$ cat src/rtl/segdac_pkg.sv
package segdac_pkg;
    localparam int SAMPLE_W    = 16;
    localparam int FINE_W      = 11;
    localparam int COARSE_BITS = SAMPLE_W - FINE_W;
    localparam int COARSE_N    = 2 ** COARSE_BITS;
    localparam int NSRC        = COARSE_N + 1;
    localparam int IDX_W       = $clog2(NSRC);

    typedef struct packed {
        logic [COARSE_BITS-1:0] count;
        logic [FINE_W-1:0]      fine;
    } seg_code_t;

    typedef struct packed {
        logic [NSRC-1:0]   en;
        logic [NSRC-1:0]   cal;
        logic [IDX_W-1:0]  div;
        logic [FINE_W-1:0] fine;
    } dac_ctrl_t;

    function automatic logic [IDX_W-1:0] rot_step(input logic [IDX_W-1:0] r);
        return (r == IDX_W'(NSRC - 1)) ? '0 : r + IDX_W'(1);
    endfunction
endpackage

$ cat src/rtl/seg_decode.sv
module seg_decode
    import segdac_pkg::*;
(
    input  logic [SAMPLE_W-1:0] sample,
    output seg_code_t           code
);
    localparam logic [SAMPLE_W:0] BIAS = (SAMPLE_W+1)'(1) << (FINE_W - 1);

    logic [SAMPLE_W:0] biased;

    always_comb begin
        biased = {1'b0, ~sample[SAMPLE_W-1], sample[SAMPLE_W-2:0]} + BIAS;
        if (biased[SAMPLE_W]) begin
            code.count = '1;
            code.fine  = '1;
        end else begin
            code.count = biased[SAMPLE_W-1:FINE_W];
            code.fine  = biased[FINE_W-1:0];
        end
    end
endmodule

$ cat src/rtl/cal_sequencer.sv
module cal_sequencer
    import segdac_pkg::*;
#(
    parameter int CAL_PERIOD = 256
) (
    input  logic             clk,
    input  logic             rst,
    input  logic             strobe,
    output logic [IDX_W-1:0] rot_use
);
    localparam int TW = (CAL_PERIOD > 1) ? $clog2(CAL_PERIOD) : 1;
    localparam logic [TW-1:0] LAST = TW'(CAL_PERIOD - 1);

    logic [TW-1:0]    tmr_q;
    logic             pend_q;
    logic [IDX_W-1:0] rot_q;
    logic             tick, due;

    always_comb begin
        tick    = (tmr_q == LAST);
        due     = pend_q | tick;
        rot_use = (strobe && due) ? rot_step(rot_q) : rot_q;
    end

    always_ff @(posedge clk) begin
        if (rst) begin
            tmr_q  <= '0;
            pend_q <= 1'b0;
            rot_q  <= '0;
        end else begin
            tmr_q <= tick ? '0 : tmr_q + TW'(1);
            if (strobe) begin
                rot_q  <= rot_use;
                pend_q <= 1'b0;
            end else begin
                pend_q <= due;
            end
        end
    end

    a_r7_rot_range: assert property (@(posedge clk) disable iff (rst)
        rot_q < IDX_W'(NSRC));
    a_r7_due_moves: assert property (@(posedge clk) disable iff (rst)
        (strobe && due) |=> (rot_q != $past(rot_q)));
endmodule

$ cat src/rtl/src_mapper.sv
module src_mapper
    import segdac_pkg::*;
(
    input  logic [IDX_W-1:0]       rot,
    input  logic [COARSE_BITS-1:0] count,
    output logic [NSRC-1:0]        en,
    output logic [NSRC-1:0]        cal,
    output logic [IDX_W-1:0]       div
);
    logic [IDX_W-1:0] cnt_x;
    assign cnt_x = IDX_W'(count);
    assign div   = (cnt_x < rot) ? cnt_x : cnt_x + IDX_W'(1);

    for (genvar p = 0; p < NSRC; p++) begin : g_src
        localparam logic [IDX_W-1:0] PIDX = IDX_W'(p);
        logic [IDX_W-1:0] slot;
        always_comb begin
            slot   = (PIDX < rot) ? PIDX : PIDX - IDX_W'(1);
            cal[p] = (PIDX == rot);
            en[p]  = (PIDX != rot) && (slot < cnt_x);
        end
    end
endmodule

$ cat src/rtl/segdac_rotator.sv
module segdac_rotator
    import segdac_pkg::*;
#(
    parameter int CAL_PERIOD = 256
) (
    input  logic                clk,
    input  logic                rst,
    input  logic                smp_valid,
    input  logic [SAMPLE_W-1:0] smp_data,
    output logic [NSRC-1:0]     src_en,
    output logic [NSRC-1:0]     src_cal,
    output logic [IDX_W-1:0]    div_src,
    output logic [FINE_W-1:0]   fine_code
);
    seg_code_t        code;
    logic [IDX_W-1:0] rot_use;
    dac_ctrl_t        nxt, ctrl_q;

    seg_decode u_dec (.sample(smp_data), .code(code));

    cal_sequencer #(.CAL_PERIOD(CAL_PERIOD)) u_seq (
        .clk(clk), .rst(rst), .strobe(smp_valid), .rot_use(rot_use));

    src_mapper u_map (
        .rot(rot_use), .count(code.count),
        .en(nxt.en), .cal(nxt.cal), .div(nxt.div));

    assign nxt.fine = code.fine;

    always_ff @(posedge clk) begin
        if (rst) begin
            ctrl_q.en   <= '0;
            ctrl_q.cal  <= NSRC'(1);
            ctrl_q.div  <= IDX_W'(1);
            ctrl_q.fine <= '0;
        end else if (smp_valid) begin
            ctrl_q <= nxt;
        end
    end

    assign src_en    = ctrl_q.en;
    assign src_cal   = ctrl_q.cal;
    assign div_src   = ctrl_q.div;
    assign fine_code = ctrl_q.fine;

    a_r6_cal_onehot: assert property (@(posedge clk) disable iff (rst)
        $countones(src_cal) == 1);
    a_r6_cal_not_driven: assert property (@(posedge clk) disable iff (rst)
        (src_en & src_cal) == '0);
    a_r5_div_free: assert property (@(posedge clk) disable iff (rst)
        !src_en[div_src] && !src_cal[div_src]);
    a_r4_en_limit: assert property (@(posedge clk) disable iff (rst)
        $countones(src_en) <= COARSE_N - 1);
    a_r8_hold: assert property (@(posedge clk) disable iff (rst)
        !smp_valid |=> ($stable(src_en) && $stable(src_cal) && $stable(div_src) && $stable(fine_code)));
    a_r7_single_step: assert property (@(posedge clk) disable iff (rst)
        smp_valid |=> (src_cal == $past(src_cal)
                    || src_cal == {$past(src_cal[NSRC-2:0]), $past(src_cal[NSRC-1])}));
endmodule

$ cat config.mk
export PLATFORM = sky130hd
export DESIGN_NAME = segdac_rotator
export DESIGN_NICKNAME = d
export VERILOG_FILES = /design/src/rtl/segdac_pkg.sv /design/src/rtl/seg_decode.sv /design/src/rtl/cal_sequencer.sv /design/src/rtl/src_mapper.sv /design/src/rtl/segdac_rotator.sv
export SDC_FILE = /design/constraint.sdc
export NUM_CORES = 1
export LEC_CHECK = 0
export CORE_AREA = 2 2 109 122
export DETAILED_ROUTE_END_ITERATION = 16
export DIE_AREA = 0 0 111 124
export PLACE_DENSITY = 0.69
export SETUP_SLACK_MARGIN = 0.5
export SYNTH_ARGS = -nofsm -noshare
export SYNTH_HDL_FRONTEND = slang
export SYNTH_SLANG_ARGS = --single-unit
$ cat constraint.sdc
create_clock -name clk -period 5.1 [get_ports clk]
set_clock_uncertainty 0.15 [all_clocks]
set_input_delay 1.275 -clock clk [delete_from_list [all_inputs] [get_ports clk]]
set_output_delay 1.275 -clock clk [all_outputs]
set_load 0.01 [all_outputs]
==> run summary <==
The total I/O pin count came out at 102. The worst hold path stage count came out at 2. The number of nets in the synthesized netlist is between 700 and 800.

The clock insertion delay at the later pin of the skew report is 0.36 ns. The proportion of layout cells with a drive suffix above 1 is roughly a tenth. Cells fill 57.07% of the core in the end.

The endpoint of the worst hold-timing path is src_cal[27]. The starting density of the core is 44.41%. The clock-pin transition on the worst setup and hold timing paths came out at approximately 0.070 ns.

CTS placed an instance of clkbuf_16 at the clock tree root. The critical path contains buffers and inverters numbering 4 combined. The total congestion overflow is 0.

The average cell area after synthesis is 7.941 sq um. Buffers inserted to repair hold after CTS numbered 0. In this run the cell area of the synthesized design comes to 5519 sq um. The run finished with clean final reports.

The final critical-path share of the clock period came out at 80.51%. The total power came out at 2.030 mW. In this design, the largest share of critical-path delay is due to compound AO/OA/AOI/OAI gates. The signal on the critical path passes through buf_2 > nand4_1 > o21a_1 > o211ai_2 > inv_1 > buf_4 > a31oi_1 > buf_4 > nor2_1 > or2_2 > ha_1 > nor4_1 > nor2_1 > a21oi_1. The via-per-instance ratio came out at 6.055. The register area share after synthesis is 35.55%. The total via count in the routed design came out at 5,813. The vertical extent of the die came out at 124 microns.

The TritonCTS buffer count came out at 9. The count of yosys warnings during synthesis is 0. The largest net degree at the start of global routing came out at 54. The number of stages on the worst setup path came out at 14. The startpoint identified for the worst hold timing path is src_cal[27].

Setup repair after global routing left no endpoint under its margin. The post-synthesis sequential element count is 98. Setup violations remaining at the end of the flow were counted as 0. The setup slack of the most critical reg-to-reg path came out at 1.40 ns.

The number of filler cells placed in the layout came out at roughly 1,200. The area share of the largest cell type after synthesis is 35.55%. The site row count came out at 43. The global-route wire length before repair came out at between 30 and 40 mm. Ranked by total cell area, the synthesized netlist is headed by dfxtp_1, ha_1, nand2_1. The relative slew slack came out at 44.77%. The fraction of registers with async set/reset is 0%. The highest clock rate is 0.2436 GHz.

At the worst endpoint, the required time is 5.24 ns. The total number of H-tree levels is 3. The number of different library cells in the post-synthesis netlist came out at 78. The worst setup path is captured at a register. The total setup buffers inserted after CTS came out at 0. The transition time of the tightest slew-check pin is ~0.82 ns. The number of instances in the synthesized netlist came out at 695. The antenna cell count came out at 0.

The number of resized instances in the post-cts repair step came out at 0. The number of placed instances, taps included came out at 944. The overall die width is 111 microns.

The final-report max-slew violation count came to 0. The delay contributed by the slowest stage of the critical path came out at 0.42 ns. For this run, the leading register cell type out of synthesis is dfxtp_1.

In this run, synthesis inferred 0 flip-flops with an integrated enable. The sum of routed wire length over all layers is 19.83 mm. TritonCTS built the clock tree. The endpoint arrival time on the critical path came out at 4.24 ns. The smallest clock period supported by the final layout is computed as 4.106 ns.

The placeable core region is 12,430 sq um. Once placement finished, the instance area stood at roughly 6800 sq um. The endpoint identified for the worst register-to-register timing path is src_en[20].

The cell depth of the worst flop-to-flop path came out at 14. Setup total negative slack on the finished layout was measured at 0 ns. The initial DRC count is 443. The average wire length per cell after detail routing is between 20 and 25 microns. The number of antenna-violating nets in the routed design is 0. Once layout is done, the placed cells without fillers occupy 7093 sq um. STA classifies the critical path startpoint as an input pin. Compared with the post-synthesis result, the final layout area differs by 28.52%. The number of port buffers came out at 101. The startpoint identified for the worst register-to-register timing path is u_seq.tmr_q[0]. The number of clock sinks seen by CTS came out at 98. The number of nets in the layout is 849.

Summed over all cells, the static leakage comes to 2.635 nW. The detailed placer's ending HPWL is around 15 mm. For this run, the detailed router's first-pass iteration total came to 5. The class of the tightest hold or removal check is reg -> reg. Summed over all instances, the cell type with the most area after synthesis is dfxtp_1. The initial antenna violation count is 0.

The critical path is of the in -> reg type. On the critical path, the stage with the largest delay is an instance of o21a_1. The maximum VDD drop came out at 0.1609 mV.

At the end of routability-driven placement, the weighted congestion stood at between 1 and 1.5. The number of remaining DRC errors came out at 0. The largest driver fanout on the critical path came out at 14. The non-filler instance count after layout came out at 960. The max-cap check violation count is 0. The die area is 13,760 sq um.

The aggregate global-route resource usage came out at slightly below 30%. The total power density per cell area is 286.2 nW/um^2. No sink is reached through more buffers than the 2 on the longest clock path.

The number of global-route vias before repair is 5,575. The hold violation total from the final report is 0.
==> how the worst max path moves through the flow <==
stage	startpoint	to	slack, ns
global route	smp_data[14]	div_src[4]	0.72
global placement	smp_data[10]	div_src[4]	0.74
CTS	smp_valid	src_en[20]	1.02
floorplan	smp_valid	div_src[4]	0.93
finish	smp_valid	src_en[20]	0.99
detailed placement	smp_valid	src_en[20]	0.65
==> synthesized netlist by cell type, types with 3 or more instances <==
master and number:
a2bb2oi_1 3, o21ai_1 6, ha_1 32, and2_1 3, or2_2 3, a211oi_1 7, a21boi_0 3, xnor2_1 8
a311oi_1 3, a22o_1 4, o2111ai_1 3, o31ai_1 4, or3_1 3, a31oi_1 8, nor2_2 3, xor2_1 4
and3_1 5, a21oi_1 54, clkbuf_1 25, a221oi_1 4, nand2b_1 7, o21a_1 4, buf_2 14, a21o_1 4
a22oi_1 3, nand2_1 90, nand3_1 39, inv_1 14, nor2_1 77, mux2i_1 6, nor3_1 27, nor4_1 4
dfxtp_1 98, o211ai_1 5, o21ai_0 42, a32o_1 9, nand4_1 9, nor2b_1 5, o221ai_1 4
==> cell type report <==
| class | count | area, sq um | share of cell area [%] |
|---|---|---|---|
| clock inverters | 7 | 87.58 | 1.235 |
| multi-input cells | 536 | 3296 | 46.46 |
| clock buffers | 9 | 225.2 | 3.175 |
| repair buffers | 135 | 1256 | 17.71 |
| flip-flops and latches | 98 | 1962 | 27.66 |
| well taps | 157 | 196.4 | 2.769 |
| inverters | 18 | 70.07 | 0.9878 |
==> where the power goes <==
group / switching [mW] / internal [mW]
sequential: 0.0232 / 0.801
combinational: 0.282 / 0.203
clock: 0.327 / 0.393
total: 0.632 / 1.40
==> registers in the layout (all words and copies together) (netlist names) <==
name / flops
src_en: 33
fine_code: 11
u_seq.rot_q: 6
src_cal: 33
div_src: 6
u_seq.pend_q: 1
u_seq.tmr_q: 8
==> worst reg2reg max path: cells and delay by family, from the launching register on <==
| kind | cells | cell delay [ns] |
|---|---|---|
| AO/OA/AOI/OAI | 4 | 1.22 |
| AND/OR/NAND/NOR | 5 | 0.90 |
| adder cells (fa/ha/maj) | 2 | 0.53 |
| buffers and inverters | 3 | 0.50 |
| flip-flops | 1 | 0.36 |
==> through the flow <==
step / setup WS, ns / hold WS, ns
6_report: 0.9942 / 0.3055
5_1_grt: 0.7173 / 0.3273
4_1_cts: 1.019 / 0.3095
3_5_place_dp: 0.6484 / 0.2973
3_3_place_gp: 0.7383 / 0.2827
2_1_floorplan: 0.9347 / 0.2675
==> per-layer routing <==
metal | vias to the layer above | GRT usage, % | routed length (microns)
met5 | - | 0 | 0
met4 | 0 | 14.06 | 753
met3 | 53 | 4.574 | 1449
met2 | 247 | 48.70 | 9343
met1 | 2768 | 36.76 | 8280
li1 | 2745 | - | -
==> logic make-up after synthesis <==
kind of cell               count (synthesis)  share of synthesized area (%)
AOI/OAI and AO/OA                        197                          24.58
xor gates and xnor gates                  12                          1.904
and+or+nand+nor                          287                          24.46
DFF                                       98                          35.55
buffers and inverters                     61                          4.784
muxes                                      7                          1.292
adders and majority gates                 33                          7.436
==> cells in the final DEF (no fill, tap or decap), drive strengths merged, types with 4 or more instances in the layout <==
master	instances
inv	21
nor2	80
and3	5
nand3	40
a32o	9
ha	32
a21o	4
nand2b	7
nand4	11
o21ai	50
nor2b	5
o31ai	4
a22o	4
clkdlybuf4s50	99
o311ai	4
buf	36
nor4	5
xor2	4
o211ai	7
a21oi	55
o21a	4
o221ai	4
mux2i	6
clkbuf	9
nand2	93
dfxtp	98
a211oi	7
a221oi	4
xnor2	8
a31oi	8
nor3	28
(Power assumes the default switching activity.)
